[src/rtl/txf_pkg.sv]
package txf_pkg;

  // Register byte offsets; software decodes these.
  localparam logic [7:0] OFS_CTRL = 8'h04;
  localparam logic [7:0] OFS_STAT = 8'h08;
  localparam logic [7:0] OFS_DATA = 8'h0C;
  localparam logic [7:0] OFS_CNT  = 8'h30;

  localparam int STAT_UR_BIT  = 16;
  localparam int STAT_REQ_BIT = 17;
  localparam int SAMPLE_W     = 24;

  typedef struct packed {
    logic       hold_last;
    logic       fill_msb;
    logic [1:0] clr_code;
    logic [5:0] trig;
    logic       mono;
    logic       wide;
    logic       drq_en;
  } ctrl_t;

  function automatic ctrl_t ctrl_from_word(input logic [31:0] w);
    ctrl_t c;
    c.hold_last = w[26];
    c.fill_msb  = w[24];
    c.clr_code  = w[22:21];
    c.trig      = w[13:8];
    c.mono      = w[6];
    c.wide      = w[5];
    c.drq_en    = w[4];
    return c;
  endfunction

  function automatic logic [31:0] ctrl_to_word(input ctrl_t c);
    logic [31:0] w;
    w        = '0;
    w[26]    = c.hold_last;
    w[24]    = c.fill_msb;
    w[22:21] = c.clr_code;
    w[13:8]  = c.trig;
    w[6]     = c.mono;
    w[5]     = c.wide;
    w[4]     = c.drq_en;
    return w;
  endfunction

  // Turn a bus word into a 24-bit sample.
  function automatic logic [SAMPLE_W-1:0] widen_sample(input logic [31:0] w,
                                                       input logic wide,
                                                       input logic fill_msb);
    if (wide)          return w[31:8];
    else if (fill_msb) return {{8{w[15]}}, w[15:0]};
    else               return {w[15:0], 8'h00};
  endfunction

  // Free-space limit below which the request drops.
  function automatic int unsigned clear_limit(input logic [1:0] code);
    return 32'd2 << code;
  endfunction

endpackage

[src/rtl/txf_store.sv]
module txf_store #(
  parameter  int DEPTH  = 64,   // power of two
  parameter  int DATA_W = 24,
  localparam int ADDR_W = $clog2(DEPTH),
  localparam int CNT_W  = $clog2(DEPTH + 1)
) (
  input  logic              clk,
  input  logic              rst_n,
  input  logic              flush,
  input  logic              push,
  input  logic [DATA_W-1:0] push_data,
  input  logic [1:0]        pop_n,
  output logic [DATA_W-1:0] head0,
  output logic [DATA_W-1:0] head1,
  output logic [CNT_W-1:0]  level
);

  logic [DATA_W-1:0] mem [DEPTH];
  logic [ADDR_W-1:0] wr_ptr, rd_ptr, rd_ptr_nx;
  logic              is_full, push_ok;

  assign is_full   = (level == CNT_W'(DEPTH));
  assign push_ok   = push && !is_full;
  assign rd_ptr_nx = rd_ptr + 1'b1;
  assign head0     = mem[rd_ptr];
  assign head1     = mem[rd_ptr_nx];

  always_ff @(posedge clk or negedge rst_n) begin
    if (!rst_n) begin
      wr_ptr <= '0;
      rd_ptr <= '0;
      level  <= '0;
    end else if (flush) begin
      wr_ptr <= '0;
      rd_ptr <= '0;
      level  <= '0;
    end else begin
      if (push_ok) wr_ptr <= wr_ptr + 1'b1;
      rd_ptr <= rd_ptr + ADDR_W'(pop_n);
      level  <= level + CNT_W'(push_ok) - CNT_W'(pop_n);
    end
  end

  always_ff @(posedge clk) begin
    if (push_ok && !flush) mem[wr_ptr] <= push_data;
  end


  no_overflow_chk: assert property (@(posedge clk) disable iff (!rst_n)
    level <= CNT_W'(DEPTH));

  no_underflow_chk: assert property (@(posedge clk) disable iff (!rst_n)
    CNT_W'(pop_n) <= level);

  flush_empty_chk: assert property (@(posedge clk) disable iff (!rst_n)
    flush |=> level == '0);

  full_drop_chk: assert property (@(posedge clk) disable iff (!rst_n)
    (push && is_full && pop_n == 2'd0 && !flush) |=> level == CNT_W'(DEPTH));

endmodule

[src/rtl/txf_drq.sv]
module txf_drq import txf_pkg::*; #(
  parameter int CNT_W = 7
) (
  input  logic             clk,
  input  logic             rst_n,
  input  logic             en,
  input  logic [5:0]       trig,
  input  logic [1:0]       clr_code,
  input  logic [CNT_W-1:0] free,
  output logic             drq
);

  int unsigned free_u;
  logic        at_set, below_clr, drq_nx;

  assign free_u    = free;
  assign at_set    = free_u >= 32'(trig);
  assign below_clr = free_u < clear_limit(clr_code);

  always_comb begin
    if (!en)           drq_nx = 1'b0;
    else if (at_set)   drq_nx = 1'b1;
    else if (below_clr) drq_nx = 1'b0;
    else               drq_nx = drq;
  end

  always_ff @(posedge clk or negedge rst_n) begin
    if (!rst_n) drq <= 1'b0;
    else        drq <= drq_nx;
  end


  drq_gate_chk: assert property (@(posedge clk) disable iff (!rst_n)
    !en |=> !drq);

  drq_rise_chk: assert property (@(posedge clk) disable iff (!rst_n)
    $rose(drq) |-> 32'($past(free)) >= 32'($past(trig)));

  drq_fall_chk: assert property (@(posedge clk) disable iff (!rst_n)
    $fell(drq) |-> (!$past(en) ||
                    32'($past(free)) < (32'd2 << $past(clr_code))));

endmodule

[src/rtl/txf_out.sv]
module txf_out #(
  parameter int DATA_W = 24,
  parameter int CNT_W  = 7
) (
  input  logic              clk,
  input  logic              rst_n,
  input  logic              strobe,
  input  logic              mono,
  input  logic              hold_last,
  input  logic [CNT_W-1:0]  level,
  input  logic [DATA_W-1:0] head0,
  input  logic [DATA_W-1:0] head1,
  output logic [1:0]        pop_n,
  output logic              underrun_evt,
  output logic [DATA_W-1:0] left,
  output logic [DATA_W-1:0] right
);

  logic [1:0] need;
  logic       served;

  assign need         = mono ? 2'd1 : 2'd2;
  assign served       = strobe && (level >= CNT_W'(need));
  assign underrun_evt = strobe && !served;
  assign pop_n        = served ? need : 2'd0;

  always_ff @(posedge clk or negedge rst_n) begin
    if (!rst_n) begin
      left  <= '0;
      right <= '0;
    end else if (served) begin
      left  <= head0;
      right <= mono ? head0 : head1;
    end else if (underrun_evt && !hold_last) begin
      left  <= '0;
      right <= '0;
    end
  end


  silence_chk: assert property (@(posedge clk) disable iff (!rst_n)
    (underrun_evt && !hold_last) |=> (left == '0 && right == '0));

  hold_chk: assert property (@(posedge clk) disable iff (!rst_n)
    (underrun_evt && hold_last) |=> ($stable(left) && $stable(right)));

  mono_dup_chk: assert property (@(posedge clk) disable iff (!rst_n)
    (strobe && mono && pop_n != 2'd0) |=> left == right);

endmodule

[src/rtl/txf_regs.sv]
module txf_regs import txf_pkg::*; #(
  parameter int CNT_W = 7
) (
  input  logic             clk,
  input  logic             rst_n,
  input  logic             bus_wr,
  input  logic             bus_rd,
  input  logic [7:0]       bus_addr,
  input  logic [31:0]      bus_wdata,
  input  logic             underrun_evt,
  input  logic [1:0]       pop_n,
  input  logic [CNT_W-1:0] free,
  input  logic             drq,
  output ctrl_t            ctrl,
  output logic             flush_evt,
  output logic             push_evt,
  output logic [31:0]      bus_rdata
);

  logic        wr_ctrl, ur_clr, ur_flag;
  logic [31:0] tx_count;
  logic [31:0] stat_word;

  assign wr_ctrl   = bus_wr && (bus_addr == OFS_CTRL);
  assign flush_evt = wr_ctrl && bus_wdata[0];
  assign push_evt  = bus_wr && (bus_addr == OFS_DATA);
  assign ur_clr    = bus_wr && (bus_addr == OFS_STAT) && bus_wdata[STAT_UR_BIT];

  always_ff @(posedge clk or negedge rst_n) begin
    if (!rst_n) begin
      ctrl     <= '0;
      ur_flag  <= 1'b0;
      tx_count <= '0;
    end else begin
      if (wr_ctrl) ctrl <= ctrl_from_word(bus_wdata);
      if (underrun_evt)  ur_flag <= 1'b1;
      else if (ur_clr)   ur_flag <= 1'b0;
      tx_count <= tx_count + 32'(pop_n);
    end
  end

  always_comb begin
    stat_word               = '0;
    stat_word[CNT_W-1:0]    = free;
    stat_word[STAT_UR_BIT]  = ur_flag;
    stat_word[STAT_REQ_BIT] = drq;
  end

  always_comb begin
    bus_rdata = '0;
    if (bus_rd) begin
      unique case (bus_addr)
        OFS_CTRL: bus_rdata = ctrl_to_word(ctrl);
        OFS_STAT: bus_rdata = stat_word;
        OFS_CNT:  bus_rdata = tx_count;
        default:  bus_rdata = '0;
      endcase
    end
  end


  sticky_set_chk: assert property (@(posedge clk) disable iff (!rst_n)
    underrun_evt |=> ur_flag);

  sticky_clr_chk: assert property (@(posedge clk) disable iff (!rst_n)
    (ur_clr && !underrun_evt) |=> !ur_flag);

  count_idle_chk: assert property (@(posedge clk) disable iff (!rst_n)
    pop_n == 2'd0 |=> $stable(tx_count));

endmodule

[src/rtl/dac_txfifo_ctrl.sv]
module dac_txfifo_ctrl import txf_pkg::*; #(
  parameter  int DEPTH = 64,   // power of two, at most 32768
  localparam int CNT_W = $clog2(DEPTH + 1)
) (
  input  logic                clk,
  input  logic                rst_n,
  input  logic                bus_wr,
  input  logic                bus_rd,
  input  logic [7:0]          bus_addr,
  input  logic [31:0]         bus_wdata,
  output logic [31:0]         bus_rdata,
  output logic                dma_req,
  input  logic                smp_strobe,
  output logic [SAMPLE_W-1:0] dac_left,
  output logic [SAMPLE_W-1:0] dac_right
);

  ctrl_t                ctrl;
  logic                 flush_evt, push_evt, underrun_evt;
  logic [1:0]           pop_n;
  logic [CNT_W-1:0]     level, free;
  logic [SAMPLE_W-1:0]  push_sample, head0, head1;

  assign free        = CNT_W'(DEPTH) - level;
  assign push_sample = widen_sample(bus_wdata, ctrl.wide, ctrl.fill_msb);

  txf_regs #(.CNT_W(CNT_W)) regs_i (
    .clk(clk), .rst_n(rst_n), .bus_wr(bus_wr), .bus_rd(bus_rd),
    .bus_addr(bus_addr), .bus_wdata(bus_wdata),
    .underrun_evt(underrun_evt), .pop_n(pop_n), .free(free), .drq(dma_req),
    .ctrl(ctrl), .flush_evt(flush_evt), .push_evt(push_evt),
    .bus_rdata(bus_rdata)
  );

  txf_store #(.DEPTH(DEPTH), .DATA_W(SAMPLE_W)) store_i (
    .clk(clk), .rst_n(rst_n), .flush(flush_evt), .push(push_evt),
    .push_data(push_sample), .pop_n(pop_n),
    .head0(head0), .head1(head1), .level(level)
  );

  txf_drq #(.CNT_W(CNT_W)) drq_i (
    .clk(clk), .rst_n(rst_n), .en(ctrl.drq_en), .trig(ctrl.trig),
    .clr_code(ctrl.clr_code), .free(free), .drq(dma_req)
  );

  txf_out #(.DATA_W(SAMPLE_W), .CNT_W(CNT_W)) out_i (
    .clk(clk), .rst_n(rst_n), .strobe(smp_strobe), .mono(ctrl.mono),
    .hold_last(ctrl.hold_last), .level(level), .head0(head0), .head1(head1),
    .pop_n(pop_n), .underrun_evt(underrun_evt),
    .left(dac_left), .right(dac_right)
  );


  free_range_chk: assert property (@(posedge clk) disable iff (!rst_n)
    free <= CNT_W'(DEPTH));

endmodule

[config.mk]
export PLATFORM = sky130hd
export DESIGN_NAME = dac_txfifo_ctrl
export DESIGN_NICKNAME = d
export VERILOG_FILES = /design/src/rtl/txf_pkg.sv /design/src/rtl/txf_store.sv /design/src/rtl/txf_drq.sv /design/src/rtl/txf_out.sv /design/src/rtl/txf_regs.sv /design/src/rtl/dac_txfifo_ctrl.sv
export SDC_FILE = /design/constraint.sdc
export NUM_CORES = 2
export LEC_CHECK = 0
export BUFFER_PORTS_ARGS = -buffer_cell sky130_fd_sc_hd__clkbuf_2
export CAP_MARGIN = 40
export CORE_MARGIN = 4
export CORE_UTILIZATION = 50
export CTS_CLUSTER_SIZE = 25
export DETAILED_ROUTE_END_ITERATION = 8
export MAX_ROUTING_LAYER = met4
export PLACE_DENSITY = 0.66
export SYNTH_ARGS = -nofsm -noshare
export SYNTH_HDL_FRONTEND = slang
export SYNTH_SLANG_ARGS = --single-unit
[constraint.sdc]
create_clock -name clk -period 10.9 [get_ports clk]
set_input_delay 2.18 -clock clk [delete_from_list [all_inputs] [get_ports clk]]
set_output_delay 2.18 -clock clk [all_outputs]
set_load 0.02 [all_outputs]
==> flow_results.org <==
** Run status
- The run finished with clean final reports.

** Synthesis
- The number of nets handed over by synthesis was 3962.
- Synth cell count leaders :: sky130_fd_sc_hd__edfxtp_1, sky130_fd_sc_hd__mux4_2, sky130_fd_sc_hd__nand2_1
- Async S/R FF share, synth :: 0.0691
- Number of enable-type register cells in the synthesized netlist :: 1536
- Average size of a mapped cell :: between 15 and 20 um2
- After synthesis, the largest family of logic cells by area is multiplexers.
- Register area share after synthesis :: 0.636
- Synthesized-area fraction occupied by ao, oa, aoi and oai cells :: 0.0274
- Number of distinct library cells after synthesis :: between 60 and 70
- The synthesized netlist occupies a cell area of 77100 um2.
- Of the total synthesized cell area, the portion taken by XOR and XNOR cells is 0.00635.
- Most used standard cell by instance count after synthesis :: sky130_fd_sc_hd__edfxtp_1
- The portion of synthesized area spent on multiplexers is 0.275.
- Most frequently used flop master after synthesis :: sky130_fd_sc_hd__edfxtp_1
- Sorting the synthesized cells by area gives the leading types as sky130_fd_sc_hd__edfxtp_1, sky130_fd_sc_hd__mux4_2, sky130_fd_sc_hd__dfrtp_1, sky130_fd_sc_hd__nand2_1, sky130_fd_sc_hd__mux2i_1.
- For this run, the number of Yosys warnings is 0.
- After technology mapping, the gate count stands at between 3000 and 4000.
- The share of synthesized area in the top cell type comes to 0.599.
- Of the total synthesized cell area, the portion taken by AND, OR, NAND and NOR gates is 0.0307.
- Yosys reg bits :: 1650
- Adder-cell share of the synthesized area :: 0.00565
- The synthesized design spends more area on one cell type than any other, namely sky130_fd_sc_hd__edfxtp_1.

** Timing
- Dividing the final minimum period by the clock period gives 0.626.
- Worst Slack Setup Final :: between 4000 and 5000 ps
- Setup violations remaining at the end of the flow were counted as 0.
- RSZ-0062 raised after global routing :: false
- Final max-slew violation count :: 0
- Post-Route Setup TNS :: 0 ps
- Worst slew margin relative to its limit :: 0.330
- Setup skew after layout :: 29.6 ps
- At the pin with the least slew margin, the transition time is approximately 1000 ps.
- The number of hold violations in the final report was 0.
- Achievable frequency :: about 150 MHz
- Counting I/O delays and the setup requirement, the final critical path takes between 6000 and 7000 ps.

** Clock network
- Clock-pin slew was measured on the worst setup and hold paths at 50 ps.
- At the later pin of the worst-skew pair, clock insertion delay measures roughly 820 ps.
- Clock tree synthesis found a total of roughly 1700 sinks.
- Root cell of the clock tree :: sky130_fd_sc_hd__clkbuf_16
- The clock passes through at most 3 buffers.
- TritonCTS built the clock tree.
- The H-tree was split into 4 levels.
- Post-CTS Setup Inserts :: 0
- Cts hold-fix bufs :: 0
- Post-cts repair resize count :: 0
- The number of clock buffers added by TritonCTS is about 170.

** Global route
- First-pass GRT wire length :: between 300000 and 400000 um
- The via count of the first global-routing pass was around 43000.
- Pin count of the biggest net entering global routing :: 109
- Summed over all layers, the global routing overflow is 0.
- Gr usage total :: 0.285
- Number of antenna violations at the first check in global routing :: 2

** Detailed routing
- Number of search-and-repair iterations in the first detailed-routing pass :: 8
- Highest metal used :: met4
- The routed design has about 220000 um of wire.
- The routed layout has ~44000 vias.
- Met2 routed WL :: 102000 um
- Met3 Routed Length :: between 20000 and 30000 um
- Once detail routing completed, the nets flagged for antenna violations numbered 0.
- Met1 Routed Length :: approximately 85000 um
- For this block, the initial DRC count from the detailed router was 6300.
- Detail-routed net length per standard cell :: ~36 um
- For this run, design rule violations remaining after detail routing come to 0.
- In the routed layout, each cell is associated on average with a via count of approximately 7.0.

** Layout
- Number of standard cells in the final layout excluding fillers :: between 6000 and 7000
- The repair_antennas step left the layout with diodes totalling 0.
- In the final layout, the share of cells above drive strength 1 is 0.374.
- In the final design database the tool counted a little over 4000 nets.
- Area Growth Syn to Fin :: 13.6%

** Placement
- Once placement completed, the tool counted placed cells totaling 5917.
- The wire-length estimate of the detail-placed layout is ~140000 um.
- The count of buffers added on input and output ports is roughly 130.
- Weighted congestion reported at the end of routability-driven placement :: around 0.88
- Prior to clock tree synthesis, the placed netlist has a worst setup slack of roughly 4100 ps.

** Pwr
- Of the total power, the clock network draws 0.242.
- Net switching power :: between 8 and 9 mW
- Internal power :: between 15 and 20 mW
- Of the total power, the share spent switching nets is 0.361.
- VDD sags by at most about 530 uV.
- Power consumption :: between 20 and 25 mW
- LEAKAGE :: roughly 28 nW
- Register share of total power :: 0.297
- Of the total power, combinational logic draws 0.461.
- Dividing total power by cell area gives a power density of about 280 nW/um2.

** Die
- The die is 401 um tall.
- Number of placement rows :: 143
- During I/O placement, the number of pins put on the boundary was ~130.
- Initial standard-cell utilization of the core :: 0.505
- Die Wd :: about 400 um
- The floorplan step defined a core boundary enclosing about 150000 um2.
- Total Die Area :: ~160000 um2

** Setup path
- Data on the critical path is required at its endpoint by roughly 8700 ps.
- WP data arrival :: ~4600 ps
- Along the worst path, the maximum fanout reaches 16.
- By startpoint and endpoint, the worst setup path is classified as input pin to primary output.
- Sort of element at the end of the critical path :: primary output
- The worst setup path is launched from an input pin.

** Min path
- The tightest min-delay check is of the flop to flop type.

** Flow run
- Max-cap violations :: 0
critical path, cell delays in order:
cell,delay [ps]
sky130_fd_sc_hd__clkbuf_2,80
sky130_fd_sc_hd__or4_4,560
sky130_fd_sc_hd__or4b_4,560
sky130_fd_sc_hd__nor2_2,630
sky130_fd_sc_hd__a222oi_1,260
sky130_fd_sc_hd__nor2b_1,180
sky130_fd_sc_hd__clkbuf_2,180
registers in the layout (all words and copies together) (netlist names):
signal           cells
regs_i.ur_flag       1
store_i.level        7
out_i.left          24
regs_i.tx_count     32
store_i.wr_ptr       6
drq_i.drq            1
store_i.mem       1536
out_i.right         24
regs_i.ctrl         13
store_i.rd_ptr       6
per-layer routing:
layer	up-vias	track usage
li1	17000	-
met1	23300	0.398
met2	2851	0.415
met3	442	0.0642
met4	0	0.109
met5	-	-
path summary, 6_finish.rpt:
| kind | start | end | slack [ps] | cells past startpoint |
|---|---|---|---|---|
| min | out_i.left[21] | out_i.left[21] | 490 | 2 |
| max in group asynchronous | rst_n | regs_i.tx_count[11] | 8590 | 3 |
| min in group asynchronous | rst_n | out_i.left[16] | 1320 | 1 |
| max reg2reg | store_i.rd_ptr[2] | out_i.right[15] | 5410 | 9 |
| max | bus_addr[1] | bus_rdata[4] | 4080 | 7 |
| min reg2reg | out_i.left[21] | out_i.left[21] | 490 | 2 |
area by class of cell:
cell class | instances | area (um2)
clock buffer | 212 | 4560
clock inverter | 106 | 1140
fill | 11100 | 65100
inverter | 28 | 108
multi-input combinational | 1916 | 27400
sequential | 1650 | 49000
tap | 2030 | 2540
timing repair buffer | 294 | 2860
cells in the final DEF (no fill, tap or decap), drive strengths merged, types with 30 or more instances in the layout:
cell type / netlist / routed
ha: 30 / 30
inv: 27 / 35
edfxtp: 1536 / 1536
xnor2: 37 / 37
nand3: 32 / 32
o21ai: 40 / 40
a32oi: 39 / 39
mux4: 890 / 890
nand2: 254 / 254
nor2: 109 / 109
clkbuf: 100 / 336
mux2i: 93 / 93
dfrtp: 114 / 114
a21oi: 62 / 62
clkinv: 1 / 72
buf: 190 / 170
kinds of logic after synthesis:
kind of cell,Yosys count
XOR/XNOR,55
flip-flops,1650
adder cells (fa/ha/maj),33
multiplexers,1002
AND/OR/NAND/NOR,526
AO/OA/AOI/OAI,300
buffers and inverters,318
per-stage QoR:
step / instance area (um2) / utilization / hold slack (ps)
floorplan: 77100 / - / 434
global placement: 80600 / 0.528 / 482
detailed placement: 81900 / 0.536 / 484
CTS: 87600 / 0.574 / 496
global route: 87600 / 0.574 / 515
finish: 87600 / 0.574 / 486
power groups by stage:
stage | combinational [mW] | sequential [mW] | clock [mW]
6_report | 11.3 | 7.30 | 5.94
5_1_grt | 11.9 | 7.32 | 6.31
4_1_cts | 11.3 | 7.30 | 6.03
3_5_place_dp | 11.3 | 7.43 | 0
3_3_place_gp | 11.2 | 7.43 | 0
2_1_floorplan | 7.83 | 7.41 | 0
(Power assumes the default switching activity.)
